--- src/rtl/sda_recover_pkg.sv ---
package sda_recover_pkg;

   typedef enum logic [3:0] {
      ST_IDLE     = 4'd0,
      ST_PULSE_LO = 4'd1,
      ST_PULSE_HI = 4'd2,
      ST_STOP_LO  = 4'd3,
      ST_STOP_HI  = 4'd4,
      ST_STOP_REL = 4'd5,
      ST_START_A  = 4'd6,
      ST_START_B  = 4'd7,
      ST_HELD     = 4'd8,
      ST_FAULT    = 4'd9
   } seq_state_t;

   typedef struct packed {
      logic scl_drive;
      logic sda_drive;
   } line_drive_t;

endpackage

--- src/rtl/rsq_pulse_counter.sv ---
module rsq_pulse_counter #(
   parameter int PULSES = 9
) (
   input  logic clk,
   input  logic rst_n,
   input  logic clr,
   input  logic inc,
   output logic last
);
   localparam int CNT_W = (PULSES > 1) ? $clog2(PULSES) : 1;
   localparam logic [CNT_W-1:0] LAST_VAL = CNT_W'(PULSES - 1);

   logic [CNT_W-1:0] cnt_q;

   generate
      if (PULSES < 1) begin : g_bad_pulses
         $error("rsq_pulse_counter: PULSES must be at least 1");
      end
   endgenerate

   always_ff @(posedge clk or negedge rst_n) begin
      if (!rst_n) begin
         cnt_q <= '0;
      end else if (clr) begin
         cnt_q <= '0;
      end else if (inc && (cnt_q != LAST_VAL)) begin
         cnt_q <= cnt_q + 1'b1;
      end
   end

   assign last = (cnt_q == LAST_VAL);

endmodule

--- src/rtl/rsq_sda_sampler.sv ---
module rsq_sda_sampler #(
   parameter int SYNC_STAGES = 2
) (
   input  logic clk,
   input  logic rst_n,
   input  logic sda_in,
   input  logic capture,
   output logic sda_now,
   output logic sda_free
);
   logic free_q;

   generate
      if (SYNC_STAGES < 0 || SYNC_STAGES > 4) begin : g_bad_sync
         $error("rsq_sda_sampler: SYNC_STAGES must be 0 to 4");
      end
      if (SYNC_STAGES == 0) begin : g_direct
         assign sda_now = sda_in;
      end else begin : g_sync
         logic [SYNC_STAGES-1:0] chain_q;
         always_ff @(posedge clk or negedge rst_n) begin
            if (!rst_n) begin
               chain_q <= '1;
            end else begin
               chain_q <= {chain_q[SYNC_STAGES-2 >= 0 ? SYNC_STAGES-2 : 0 : 0], sda_in};
            end
         end
         assign sda_now = chain_q[SYNC_STAGES-1];
      end
   endgenerate

   always_ff @(posedge clk or negedge rst_n) begin
      if (!rst_n) begin
         free_q <= 1'b0;
      end else if (capture) begin
         free_q <= sda_now;
      end
   end

   assign sda_free = free_q;

endmodule

--- src/rtl/rsq_status_reg.sv ---
module rsq_status_reg #(
   parameter int         CODE_W    = 8,
   parameter logic [7:0] CODE_IDLE = 8'hF8,
   parameter logic [7:0] CODE_OK   = 8'h08,
   parameter logic [7:0] CODE_FAIL = 8'h70
) (
   input  logic              clk,
   input  logic              rst_n,
   input  logic              set_ok,
   input  logic              set_fail,
   input  logic              clr_ok,
   output logic [CODE_W-1:0] status,
   output logic              irq,
   output logic              failed
);
   logic [CODE_W-1:0] status_q;
   logic              irq_q;
   logic              fail_q;

   generate
      if (CODE_W < 8) begin : g_bad_width
         $error("rsq_status_reg: CODE_W must hold an 8-bit code");
      end
   endgenerate

   always_ff @(posedge clk or negedge rst_n) begin
      if (!rst_n) begin
         status_q <= CODE_W'(CODE_IDLE);
         irq_q    <= 1'b0;
         fail_q   <= 1'b0;
      end else if (!fail_q) begin
         if (set_fail) begin
            status_q <= CODE_W'(CODE_FAIL);
            irq_q    <= 1'b1;
            fail_q   <= 1'b1;
         end else if (set_ok) begin
            status_q <= CODE_W'(CODE_OK);
            irq_q    <= 1'b1;
         end else if (clr_ok) begin
            status_q <= CODE_W'(CODE_IDLE);
            irq_q    <= 1'b0;
         end
      end
   end

   assign status = status_q;
   assign irq    = irq_q;
   assign failed = fail_q;

   // once the stuck-data code is loaded it stays until reset
   a_r6_fail_sticky: assert property (@(posedge clk) disable iff (!rst_n)
      (status_q == CODE_W'(CODE_FAIL)) |=> (status_q == CODE_W'(CODE_FAIL)));

   // the interrupt is only raised with one of the two defined codes
   a_r4_irq_codes: assert property (@(posedge clk) disable iff (!rst_n)
      irq_q |-> ((status_q == CODE_W'(CODE_OK)) || (status_q == CODE_W'(CODE_FAIL))));

endmodule

--- src/rtl/sda_recover_seq.sv ---
module sda_recover_seq
   import sda_recover_pkg::*;
#(
   parameter int         PULSES      = 9,
   parameter int         SYNC_STAGES = 2,
   parameter int         CODE_W      = 8,
   parameter logic [7:0] CODE_IDLE   = 8'hF8,
   parameter logic [7:0] CODE_OK     = 8'h08,
   parameter logic [7:0] CODE_FAIL   = 8'h70
) (
   input  logic              clk,
   input  logic              rst_n,
   input  logic              half_tick,
   input  logic              trigger,
   input  logic              irq_clr,
   input  logic              sda_in,
   output logic              scl_oe,
   output logic              sda_oe,
   output logic [CODE_W-1:0] status,
   output logic              irq
);
   seq_state_t  state_q, state_d;
   line_drive_t drive;

   logic pulse_last;
   logic pulse_clr;
   logic pulse_inc;
   logic sda_now;
   logic sda_free;
   logic capture;
   logic set_ok;
   logic set_fail;
   logic clr_ok;
   logic failed;

   rsq_pulse_counter #(
      .PULSES (PULSES)
   ) u_pulse_cnt (
      .clk   (clk),
      .rst_n (rst_n),
      .clr   (pulse_clr),
      .inc   (pulse_inc),
      .last  (pulse_last)
   );

   rsq_sda_sampler #(
      .SYNC_STAGES (SYNC_STAGES)
   ) u_sampler (
      .clk      (clk),
      .rst_n    (rst_n),
      .sda_in   (sda_in),
      .capture  (capture),
      .sda_now  (sda_now),
      .sda_free (sda_free)
   );

   rsq_status_reg #(
      .CODE_W    (CODE_W),
      .CODE_IDLE (CODE_IDLE),
      .CODE_OK   (CODE_OK),
      .CODE_FAIL (CODE_FAIL)
   ) u_status (
      .clk      (clk),
      .rst_n    (rst_n),
      .set_ok   (set_ok),
      .set_fail (set_fail),
      .clr_ok   (clr_ok),
      .status   (status),
      .irq      (irq),
      .failed   (failed)
   );

   // next-state and strobes
   always_comb begin
      state_d   = state_q;
      pulse_clr = 1'b0;
      pulse_inc = 1'b0;
      capture   = 1'b0;
      set_ok    = 1'b0;
      set_fail  = 1'b0;
      clr_ok    = 1'b0;
      unique case (state_q)
         ST_IDLE: begin
            if (trigger) begin
               pulse_clr = 1'b1;
               state_d   = sda_now ? ST_START_A : ST_PULSE_LO;
            end
         end
         ST_PULSE_LO: begin
            if (half_tick) state_d = ST_PULSE_HI;
         end
         ST_PULSE_HI: begin
            if (half_tick) begin
               if (pulse_last) begin
                  capture = 1'b1;
                  state_d = ST_STOP_LO;
               end else begin
                  pulse_inc = 1'b1;
                  state_d   = ST_PULSE_LO;
               end
            end
         end
         ST_STOP_LO: begin
            if (half_tick) state_d = ST_STOP_HI;
         end
         ST_STOP_HI: begin
            if (half_tick) state_d = ST_STOP_REL;
         end
         ST_STOP_REL: begin
            if (half_tick) begin
               if (sda_free) begin
                  state_d = ST_START_A;
               end else begin
                  set_fail = 1'b1;
                  state_d  = ST_FAULT;
               end
            end
         end
         ST_START_A: begin
            if (half_tick) state_d = ST_START_B;
         end
         ST_START_B: begin
            if (half_tick) begin
               set_ok  = 1'b1;
               state_d = ST_HELD;
            end
         end
         ST_HELD: begin
            if (irq_clr) begin
               clr_ok  = 1'b1;
               state_d = ST_IDLE;
            end
         end
         ST_FAULT: begin
            state_d = ST_FAULT;
         end
         default: begin
            state_d = ST_IDLE;
         end
      endcase
   end

   always_ff @(posedge clk or negedge rst_n) begin
      if (!rst_n) begin
         state_q <= ST_IDLE;
      end else begin
         state_q <= state_d;
      end
   end

   // line drive per state
   always_comb begin
      drive = '{scl_drive: 1'b0, sda_drive: 1'b0};
      unique case (state_q)
         ST_PULSE_LO: drive = '{scl_drive: 1'b1, sda_drive: 1'b0};
         ST_STOP_LO:  drive = '{scl_drive: 1'b1, sda_drive: 1'b1};
         ST_STOP_HI:  drive = '{scl_drive: 1'b0, sda_drive: 1'b1};
         ST_START_A:  drive = '{scl_drive: 1'b0, sda_drive: 1'b1};
         ST_START_B:  drive = '{scl_drive: 1'b1, sda_drive: 1'b1};
         ST_HELD:     drive = '{scl_drive: 1'b1, sda_drive: 1'b1};
         default:     drive = '{scl_drive: 1'b0, sda_drive: 1'b0};
      endcase
   end

   assign scl_oe = drive.scl_drive;
   assign sda_oe = drive.sda_drive;

   // the sequence only advances on a tick, a trigger or an acknowledge
   a_r2_phase_on_tick: assert property (@(posedge clk) disable iff (!rst_n)
      (state_q != $past(state_q)) |-> ($past(half_tick) || $past(trigger) || $past(irq_clr)));

   // the STOP attempt only follows the final pulse
   a_r3_stop_after_last: assert property (@(posedge clk) disable iff (!rst_n)
      ((state_q == ST_STOP_LO) && ($past(state_q) == ST_PULSE_HI)) |-> $past(pulse_last));

   // in the fault both lines are let go
   a_r5_fault_released: assert property (@(posedge clk) disable iff (!rst_n)
      failed |-> (!scl_oe && !sda_oe));

endmodule

--- config.mk ---
export PLATFORM = sky130hd
export DESIGN_NAME = sda_recover_seq
export DESIGN_NICKNAME = d
export VERILOG_FILES = /design/src/rtl/sda_recover_pkg.sv /design/src/rtl/rsq_pulse_counter.sv /design/src/rtl/rsq_sda_sampler.sv /design/src/rtl/rsq_status_reg.sv /design/src/rtl/sda_recover_seq.sv
export SDC_FILE = /design/constraint.sdc
export NUM_CORES = 1
export LEC_CHECK = 0
export ABC_AREA = 1
export BUFFER_PORTS_ARGS = -buffer_cell sky130_fd_sc_hd__buf_4
export CAP_MARGIN = 25
export CORE_UTILIZATION = 54
export CTS_BUF_LIST = sky130_fd_sc_hd__clkbuf_4 sky130_fd_sc_hd__clkbuf_8 sky130_fd_sc_hd__clkbuf_16
export CTS_CLUSTER_DIAMETER = 120
export DETAILED_ROUTE_END_ITERATION = 8
export HOLD_SLACK_MARGIN = 0.1
export PLACE_DENSITY = 0.88
export SLEW_MARGIN = 20
export SYNTH_ARGS = -nofsm -noshare
export SYNTH_HDL_FRONTEND = slang
export SYNTH_SLANG_ARGS = --single-unit
--- constraint.sdc ---
create_clock -name clk -period 1.5 [get_ports clk]
set_input_delay 0.15 -clock clk [delete_from_list [all_inputs] [get_ports clk]]
set_output_delay 0.15 -clock clk [all_outputs]
set_load 0.01 [all_outputs]
After elaboration in Yosys (flattened, before gate mapping)
Cells that the tools add are included.
{"block": "classes", "n_addsub": 1, "n_eq_ne": 20, "n_mux": 39, "n_bitwise": 1, "reduce_logical": 8}
{"cell": "$mux 4", "n": 12}
{"cell": "$pmux 4 s10", "n": 1}
{"cell": "$mux 8", "n": 3}
{"cell": "$mux 1", "n": 20}
{"cell": "$ne 2x2->1 const B", "n": 9}
{"cell": "$eq 4x3->1 const B", "n": 4}
{"cell": "$eq 4x4->1 const B", "n": 3}
{"cell": "$reduce_and 9->1", "n": 1}
{"cell": "$eq 4x2->1 const B", "n": 2}
{"cell": "$pmux 2 s3", "n": 1}
{"cell": "$add 4x1->4 const B", "n": 1}
{"cell": "$eq 4x1->1 const B", "n": 1}
{"cell": "$logic_not 4->1", "n": 1}
{"cell": "$ne 4x4->1 const B", "n": 1}
{"cell": "$mux 3", "n": 1}
{"cell": "$reduce_bool 3->1", "n": 1}
{"cell": "$reduce_or 3->1", "n": 1}
{"cell": "$mux 2", "n": 1}
{"cell": "$reduce_and 2->1", "n": 1}
{"cell": "$reduce_bool 2->1", "n": 1}
{"cell": "$reduce_or 2->1", "n": 1}
{"cell": "$logic_and 1x1->1", "n": 1}
{"cell": "$not 1->1", "n": 1}
{"block": "totals", "regBits": 21, "word_cells": 76}

Depth between registers and ports, before layout
Gate-level depths: netlist of the first run.
{"block": "depth", "word_depth": 7, "depth_mapped": 9, "depth_no_buf": 9}

By module
Synthesis of the first run repeated with hierarchy kept, for this count alone.
{"block": "unflattened", "cells_unflattened": 142, "area_unflattened_um2": 1026.0}
{"mod": "sda_recover_seq", "n_inst": 1, "cells_each": 76, "area_per_inst_um2": 452.9, "seq_area_each_um2": 100.1}
{"mod": "rsq_status_reg", "n_inst": 1, "cells_each": 30, "area_per_inst_um2": 251.5, "seq_area_each_um2": 128.9}
{"mod": "rsq_pulse_counter", "n_inst": 1, "cells_each": 29, "area_per_inst_um2": 229.0, "seq_area_each_um2": 100.1}
{"mod": "rsq_sda_sampler", "n_inst": 1, "cells_each": 7, "area_per_inst_um2": 92.6, "seq_area_each_um2": 77.6}

Worst setup path before layout of the first run
OpenSTA, ideal clock, no wires.
{"block": "synth_path", "path_kind": "register -> register", "start": "register u_pulse_cnt.cnt_q[0]", "end": "register u_pulse_cnt.cnt_q[3]", "arrival_time_ps": 1112, "required_ps": 1382, "path_slack_ps": 270, "path_stages_with_launch": 10, "n_path_buf": 0, "period_less_slack_ps": 1230, "cell_sequence": "dfrtp_1 -> inv_1 -> ha_1 -> nand2_1 -> nor2_1 -> nor2_1 -> nand2_2 -> nand2_2 -> nand3b_1 -> nand2_1"}
{"block": "synth_between", "elab_chain_cells": 6}
{"element": "start, declared", "line_no": "rsq_pulse_counter.sv:13", "text": "logic [CNT_W-1:0] cnt_q;"}
{"element": "start signal, assigned", "line_no": "rsq_pulse_counter.sv:27", "text": "cnt_q <= cnt_q + 1'b1;"}
{"element": "$eq 4x4->1", "line_no": "rsq_pulse_counter.sv:31", "text": "assign last = (cnt_q == LAST_VAL);"}
{"element": "$mux 1", "line_no": "sda_recover_seq.sv:94", "text": "if (pulse_last) begin"}
{"element": "$mux 1", "line_no": "sda_recover_seq.sv:93", "text": "if (half_tick) begin"}
{"element": "$mux 1", "line_no": "sda_recover_seq.sv:82", "text": "unique case (state_q)"}
{"element": "$logic_and 1x1->1", "line_no": "rsq_pulse_counter.sv:26", "text": "end else if (inc && (cnt_q != LAST_VAL)) begin"}
{"element": "$reduce_bool 2->1 (no line)"}
Several ways; a longest one is shown, not always the timed one. The select of a mux whose other input is x is not followed.
A chain may end at the register's enable or synchronous reset.

Worst setup path in the final report of the first run
{"block": "layout_path", "start": "register state_q[0]", "end": "output scl_oe"}
{"block": "layout_between", "elab_chain_cells": 3}
{"element": "start, declared", "line_no": "sda_recover_seq.sv:22", "text": "seq_state_t state_q, state_d;"}
{"element": "start signal, assigned", "line_no": "sda_recover_seq.sv:147", "text": "state_q <= state_d;"}
{"element": "$eq 4x4->1, or another cell as far along", "line_no": "sda_recover_seq.sv:154", "text": "unique case (state_q)"}
{"element": "$reduce_or 3->1 (no line) / $reduce_or 2->1 (equally long branches)"}
{"element": "$pmux 2 s3 (*)", "line_no": "sda_recover_seq.sv:154"}
{"element": "end, declared", "line_no": "sda_recover_seq.sv:17", "text": "output logic scl_oe,"}
Every way passes the cells marked *; elsewhere a longest branch is shown, timed or not.

==> results of run 1 <==
critical path: cells and delay by family, from the launching register on:
kind                   cells  cell delay, ps
buffers and inverters      1             120
AOI/OAI and AO/OA          1              50
DFF                        1             480
and+or+nand+nor            4             420
per-stage QoR:
stage | util, % | instances | setup WS (ps)
after floorplan | - | 134 | 269.8
after CTS | 69.49 | 179 | 8.296
after global routing | 74.57 | 183 | -69.14
after global placement | 62.97 | 167 | 175.7
final | 74.57 | 183 | -44.16
after detailed placement | 62.97 | 167 | 99.72
worst paths after layout:
path                                        startpoint  slack [ps]                          end  cells after the start
hold reg to reg            u_sampler.g_sync.chain_q[0]         360  u_sampler.g_sync.chain_q[1]                      0
hold / removal                               half_tick         170           u_sampler.sda_free                      3
min in group asynchronous                        rst_n         230              u_status.failed                      2
setup reg to reg                            state_q[1]         -30                   state_q[1]                     10
max in group asynchronous                        rst_n        1010  u_sampler.g_sync.chain_q[1]                      2
setup / recovery                            state_q[0]         -40                       scl_oe                      6
cell usage in the layout (no fill, tap or decap), types with 4 or more instances in the layout:
cell	netlist	final
sky130_fd_sc_hd__nand2_1	36	33
sky130_fd_sc_hd__buf_4	5	22
sky130_fd_sc_hd__nand3_1	22	21
sky130_fd_sc_hd__inv_1	9	9
sky130_fd_sc_hd__dfrtp_1	11	8
sky130_fd_sc_hd__nand2_2	6	6
sky130_fd_sc_hd__nor2_1	8	6
sky130_fd_sc_hd__nor2_4	1	5
sky130_fd_sc_hd__dfstp_2	5	5
sky130_fd_sc_hd__inv_2	6	4
sky130_fd_sc_hd__nor2_2	6	4
area by class of cell:
class	count	area share [%]
Multi-Input combinational cell	98	42.86
Sequential cell	16	31.88
Timing Repair Buffer	25	15.26
Inverter	15	4.762
Clock buffer	4	2.818
Tap cell	25	2.430
synth_stat cells:
library cell	count	area, um2
sky130_fd_sc_hd__nor2_2	6	37.54
sky130_fd_sc_hd__nand2_2	6	37.54
sky130_fd_sc_hd__inv_2	6	22.52
sky130_fd_sc_hd__nor3_2	1	10.01
sky130_fd_sc_hd__o211ai_1	1	7.510
sky130_fd_sc_hd__o21ai_1	3	15.01
sky130_fd_sc_hd__ha_1	2	25.02
sky130_fd_sc_hd__buf_4	5	37.54
sky130_fd_sc_hd__dfstp_2	5	131.4
sky130_fd_sc_hd__a21oi_1	2	10.01
sky130_fd_sc_hd__dfrtp_1	11	275.3
sky130_fd_sc_hd__xor2_1	2	17.52
sky130_fd_sc_hd__o21a_1	1	7.510
sky130_fd_sc_hd__conb_1	1	3.750
sky130_fd_sc_hd__nor2_1	8	30.03
sky130_fd_sc_hd__nand2_1	36	135.1
sky130_fd_sc_hd__inv_1	9	33.78
sky130_fd_sc_hd__nand3b_1	1	7.510
sky130_fd_sc_hd__nand3_2	1	10.01
sky130_fd_sc_hd__nand4_1	2	12.51
sky130_fd_sc_hd__nand3_1	22	110.1
sky130_fd_sc_hd__nor2_4	1	11.26
what timing repair did:
action | CTS | global route
buffers inserted | 6 | 5
pin swaps | 1 | 6
gates resized for setup | 4 | 16
setup endpoints to repair | 2 | 9
endpoints found under the hold margin | 17 | 0
hold buffers | 2 | 0
sequential cells by signal, indices dropped and copies added (netlist names):
signal	flops
u_pulse_cnt.cnt_q	4
u_status.status	3
u_status.irq	1
state_q	4
u_sampler.g_sync.chain_q	2
u_sampler.sda_free	1
u_status.failed	1
kinds of logic after synthesis:
logic type	count (synthesis)	share of synthesized area [%]
compound gates	7	4.051
xor+xnor	2	1.772
fa+ha+maj	2	2.531
buf+inv	20	9.494
flops	16	41.14
other cells	1	0.3794
simple gates	84	40.63
metal layers:
| metal | wire (um) | vias to the layer above | global-route usage, % | share of wire [%] |
|---|---|---|---|---|
| li1 | - | 467 | - | - |
| met1 | 1118 | 495 | 33.77 | 36 |
| met2 | 1542 | 86 | 48.24 | 49 |
| met4 | 152 | 0 | 18.18 | 4.8 |
| met3 | 322 | 23 | 3.600 | 10 |
| met5 | 0 | - | 0 | 0 |
power by group through the flow:
stage               combinational (W)  clock, W  sequential [W]
global route                  0.00154  0.000317        0.000695
floorplan                    0.000713         0        0.000642
CTS                           0.00111  0.000299        0.000651
detailed placement           0.000953         0        0.000664
global placement             0.000900         0        0.000660
finish                        0.00145  0.000313        0.000688
==> results summary, run 1 <==
The run finished, with violations left. The checks that failed: negative setup slack. The port buffer count came out at 13. Of the synthesized area, sequential elements account for 41.14%. The top achievable clock speed came out at 647.6 MHz.

The gate count after technology mapping is 132. The first global-routing pass estimated 3974 um of wire. The total power came out at 0.002447 W. The post-synthesis instance area is 988.4 um2. The final hold slack came out at 168.9 ps. The power share of the clock group is 12.8%. The first detailed-routing pass ran for 5 iterations. The mean instance size in the synthesized netlist is 7.488 um2.

The number of buffers created by CTS is 3. The category of the most critical setup path is reg2out. The initialized floorplan defines 15 standard-cell rows. The effective utilization at floorplan is 57.25%. Registers take 410.4 um2.

Measured along the y axis, the die boundary spans 44.79 um. The buffer cell driving the clock tree root is sky130_fd_sc_hd__clkbuf_4. The overall global routing resource usage is 28.34%. On the worst path, the slowest cell contributes a delay of 480 ps. The largest net degree at the start of global routing came out at 17.

The final layout net count is 167. Dividing total power by cell area gives a power density of 1901 nW/um2. The kind of start point of the critical path is a flip-flop. Once routing completed, OpenROAD measured the worst setup slack at -44.16 ps. The via count of the first global-routing pass came out at 906. The most frequent cell on the critical path is sky130_fd_sc_hd__nor2_4.

The DRC violation count after routing came out at 0. The worst setup path is captured at an output pin. The via density per instance came out at 5.852. The post-route clock period utilization came out at 102.9%. In this run the power spent charging and discharging nets is 0.001212 W. The remaining antenna violation count came out at 0. TritonCTS built the clock tree. The fraction of final layout cells sized beyond drive strength 1 is 39.87%.

The post-detailed-routing wire length came out at 3135 um. The die covers 2006 um2. The die span in x came out at 44.79 um. The number of failing hold endpoints at the final stage is 0. The area taken by multi-input logic gates is 551.8 um2. The worst hold path class is in2reg. The clock-pin slew reported for the worst setup and hold paths after clock tree synthesis came out at 110 ps. The number of antenna violations at the first check in global routing was 0.

After detailed routing, the average wire length per cell comes to 17.13 um. The final route contains 1071 vias. The number of antenna repair diodes is 0. The insertion delay of the later-clocked pin in the worst-skew pair is 310 ps. The area growth from synthesis to final layout came out at 30.25%.

Net switching is 49.52% of the power. The placed wire-length estimate after detailed placement is 1559 um. The internal portion of the total power is 0.001235 W. The sequential group share of total power is 28.1%. The total number of yosys warnings is 0. The number of distinct library cells after synthesis came out at 22. The maximum fanout count along the critical path is 5.

Across the VDD grid, the largest voltage drop is 1.334 mV. The number of I/O pins came out at 17. For this design the static power due to leakage is 0.6863 nW. The number of fill cells is 129.

The required time of the critical path is 1350 ps. The maximum buffer depth of the clock tree came out at 2. Max-cap violations in this run came to 0. The weighted congestion at the end of routability-driven global placement came out at 0.9814. The max-slew violation count is 0. The clock sink count is 16.

In the final timing run, aggregate negative setup slack is -118.1 ps. Subtracting the final worst setup slack from the clock period gives 1544 ps. Setup violations remaining at the end of the flow were counted as 4.

The final design instance area without fill came out at 1287 um2. Setup repair after global routing could not meet its margin everywhere. The number of synthesized register bits came out at 16.

For this block, the initial DRC count from the detailed router was 87. Combinational cells account for 59.1% of the total power. The total placed instance area is 1087 um2. The total overflow left after global routing is 0. The arrival time of the worst setup path came out at 1390 ps. On the final layout, the worst clock skew is 13.55 ps. Traced cell by cell, the critical path runs through nor2_4 > nand2_4 > nor2_4 > a21oi_2 > nand2_1 > buf_4.

CTS built an H-tree with a depth of 1. The core region is 1727 um2. Among all stages on the critical path, the largest delay is contributed by sky130_fd_sc_hd__dfrtp_2.
No activity file was read; power rests on OpenSTA's default activity.
==> run 2, diff against run 1 <==
Settings changed: SYNTH_HIERARCHICAL set to 1.
==> run 2 against run 1 <==
Net effect: the flow still finishes with violations (negative setup slack); power fell by 2.0%; hold slack improved by 19 ps; first-iteration DRC count fell by 59%; wire length fell by 16%; largest cell class unchanged; largest power group unchanged.
==> results summary, run 2 <==
The run finished, with violations left. The checks that failed: negative setup slack. The count of endpoints failing setup in the final report came out at 2 (-2). The number of DRC markers in iteration 0 is 36 (-59%). The placement row count came out at 15 (unchanged). The top achievable clock speed came out at 654.8 MHz (+1.1%). The clock-pin slew reported for the worst setup and hold paths after clock tree synthesis is 100 ps (about the same).

The largest vdd supply drop is 1.161 mV (-13%). Relative to the synthesized area, the layout overhead comes to 36.46%. The proportion of synthesized flip-flops having asynchronous set or reset is 100.0% (unchanged). The max-cap check violation count came out at 0 (unchanged). The arrival time of the worst setup path came out at 1380 ps (about the same). Sorting the synthesized cells by area gives the leading types as sky130_fd_sc_hd__dfrtp_1 27%, sky130_fd_sc_hd__nand2_1 15%, sky130_fd_sc_hd__dfstp_2 13%.

The post-route clock period utilization is 101.8% (-1.1 points). The floorplan core area came out at 1745 um2 (+1.1%). The largest net degree at the start of global routing is 17 (unchanged). The number of synthesized register bits was 16 (unchanged). The sequential area share after synthesis is 39.63% (-1.5 points). The remaining antenna violation count came to 0 (unchanged). The effective utilization at floorplan is 58.78% (+1.5 points). The worst slack at placement is -1.955 ps (-101.7 ps). The number of distinct library cells after synthesis came out at 24 (+9.1%).

Leaving out fill and tap cells, the most frequent cells in the layout are 40 x sky130_fd_sc_hd__nand2_1, 30 x sky130_fd_sc_hd__buf_4, 16 x sky130_fd_sc_hd__inv_1. The number of I/O pins came out at 17 (unchanged). The most used flip-flop cell after synthesis is sky130_fd_sc_hd__dfrtp_1. The overall global routing resource usage is 26.59% (-1.8 points). The final critical-path required period is 1527 ps (-16.98 ps). The die area came out at 2078 um2 (+3.6%).

The number of H-tree levels is 1 (unchanged). The most frequent standard cell in the layout excluding fill and tap cells is sky130_fd_sc_hd__nand2_1. The wire length of the first global-routing pass came out at 3926 um (-1.2%).

The setup slack after layout is -27.18 ps (+16.98 ps). The kind of start point of the critical path is a flip-flop. The weighted congestion at the end of routability-driven global placement came out at 0.9867 (+0.54%). The required time of the critical path is 1350 ps (about the same). The cell taking the most area after synthesis is sky130_fd_sc_hd__dfrtp_1. The insertion delay of the later-clocked pin in the worst-skew pair is 290 ps (-20 ps). The buffer cell driving the clock tree root is sky130_fd_sc_hd__clkbuf_4. The power per unit of standard cell area came to 1712 nW/um2 (-9.9%). The total number of yosys warnings is 6 (+6). Setup repair after global routing could not meet its margin everywhere. The via count of the first global-routing pass is 934 (+3.1%). The min-delay analysis places its worst path in the category in2reg. The worst clock skew came out at 9.090 ps (-4.458 ps).

The worst reg-to-reg setup slack came out at 10 ps (+40 ps). The maximum buffer depth of the clock tree was 2 (unchanged). The number of synthesized flops with an enable pin came to 0 (unchanged). The cell with the most instances after synthesis is sky130_fd_sc_hd__nand2_1. The die span in x came to 45.59 um (+1.8%). The port buffer count came to 13 (unchanged).

The total congestion overflow after global routing came to 0 (unchanged). The fraction of final layout cells sized beyond drive strength 1 is 40.22% (+0.35 points). The total power came out at 0.002397 W (-2.0%). The routed length per placed instance came out at 12.88 um (-25%). The number of buffers created by CTS came out at 3 (unchanged). The gate count after technology mapping is 142 (+7.6%).

The total number of vias came to 1061 (-0.93%). The detailed-routing iteration count for the pre-antenna-repair pass was 4 (-1). The critical path in this run is classified as reg2out. The max-slew violation count is 0 (unchanged). The leakage power of the design is 0.7343 nW (+7.0%).

The number of failing hold endpoints at the final stage is 0 (unchanged). The via density per instance was 5.201 (-11%). The commonest cells after synthesis are 42 x sky130_fd_sc_hd__nand2_1, 17 x sky130_fd_sc_hd__inv_1, 15 x sky130_fd_sc_hd__nor2_1. The CTS tree is built.

The maximum fanout count along the critical path is 4 (-1). The number of antenna repair diodes is 0 (unchanged). The share of the synthesized area in the top cell type is 26.83% (-1.0 points). The final layout net count is 188 (+13%). The placed wire-length estimate after detailed placement is 1796 um (+15%).

The clock sink count is 16 (unchanged). The mean instance size in the synthesized netlist is 7.225 um2 (-3.5%). The final hold slack is 187.9 ps (+19.08 ps). The post-synthesis instance area came out at 1026 um2 (+3.8%). The overall die height is 45.59 um (+1.8%). The post-detailed-routing wire length is 2627 um (-16%).

The worst setup path is captured at an output pin. The DRC violation count after routing came to 0 (unchanged). The number of antenna violations at the first check in global routing came to 0 (unchanged).
==> run 2: kinds of logic (layout without fill, tap and decap cells) <==
| logic type | Yosys count | count (layout) | share of synthesized area [%] |
|---|---|---|---|
| adders and majority gates | 2 | 2 | 2.439 |
| AOI/OAI and AO/OA | 9 | 9 | 5.732 |
| DFF | 16 | 16 | 39.63 |
| and+or+nand+nor | 85 | 85 | 38.66 |
| buffers and inverters | 29 | 64 | 13.17 |
| other | 1 | 3 | 0.3655 |
==> run 2: worst max-delay path, stage by stage (launching register included) <==
cell	delay (ps)
sky130_fd_sc_hd__dfrtp_2	460
sky130_fd_sc_hd__nor2_4	140
sky130_fd_sc_hd__inv_2	70
sky130_fd_sc_hd__buf_6	120
sky130_fd_sc_hd__o211ai_1	150
sky130_fd_sc_hd__buf_4	150
==> run 2: per-layer routing <==
| layer | wire length (um) | GRT usage (%) | vias up | part of all wire, % |
|---|---|---|---|---|
| met3 | 111 | 4.365 | 10 | 4.2 |
| li1 | - | - | 513 | - |
| met5 | 0 | 0 | - | 0 |
| met1 | 1098 | 32.99 | 504 | 42 |
| met2 | 1352 | 45.14 | 34 | 51 |
| met4 | 64 | 11.52 | 0 | 2.4 |
==> run 2: report_power, final <==
part	switching, W	internal [W]
sequential	0.000143	0.000532
clock	0.000136	0.000121
combinational	0.000784	0.000681
==> run 2: cell type report <==
cell class                      count  area [um2]
Inverter                           23       88.84
Multi-Input combinational cell     99       536.8
Tap cell                           25       31.28
Clock buffer                        4       30.03
Fill cell                         118       345.3
Sequential cell                    16       411.6
Timing Repair Buffer               37       301.5
==> run 2: repair_timing <==
item,in CTS,in global routing
buffers inserted,8,4
endpoints found under the setup margin,5,11
hold buffers,2,0
pin swaps,6,11
gates resized for setup,9,11
endpoints found under the hold margin,17,0
==> run 2: final timing paths <==
check,from,endpoint,cells past startpoint
setup reg to reg,state_q[3],u_pulse_cnt/cnt_q[1],7
min in group asynchronous,rst_n,u_sampler/sda_free,2
max in group asynchronous,rst_n,u_status/status[7],2
hold / removal,irq_clr,state_q[3],4
setup / recovery,state_q[3],scl_oe,5
hold reg to reg,u_sampler/g_sync.chain_q[0],u_sampler/g_sync.chain_q[1],0
==> run 2: stage by stage <==
step | util (%) | setup TNS, ps | area [um2] | cells
6_report | 80.22 | -42.34 | 1400 | 204
3_3_place_gp | 68.96 | 0 | 1204 | 186
2_1_floorplan | - | 0 | 1049 | 144
5_1_grt | 80.22 | -587.0 | 1400 | 204
3_5_place_dp | 68.96 | -1.955 | 1204 | 186
4_1_cts | 76.63 | -26.32 | 1338 | 200
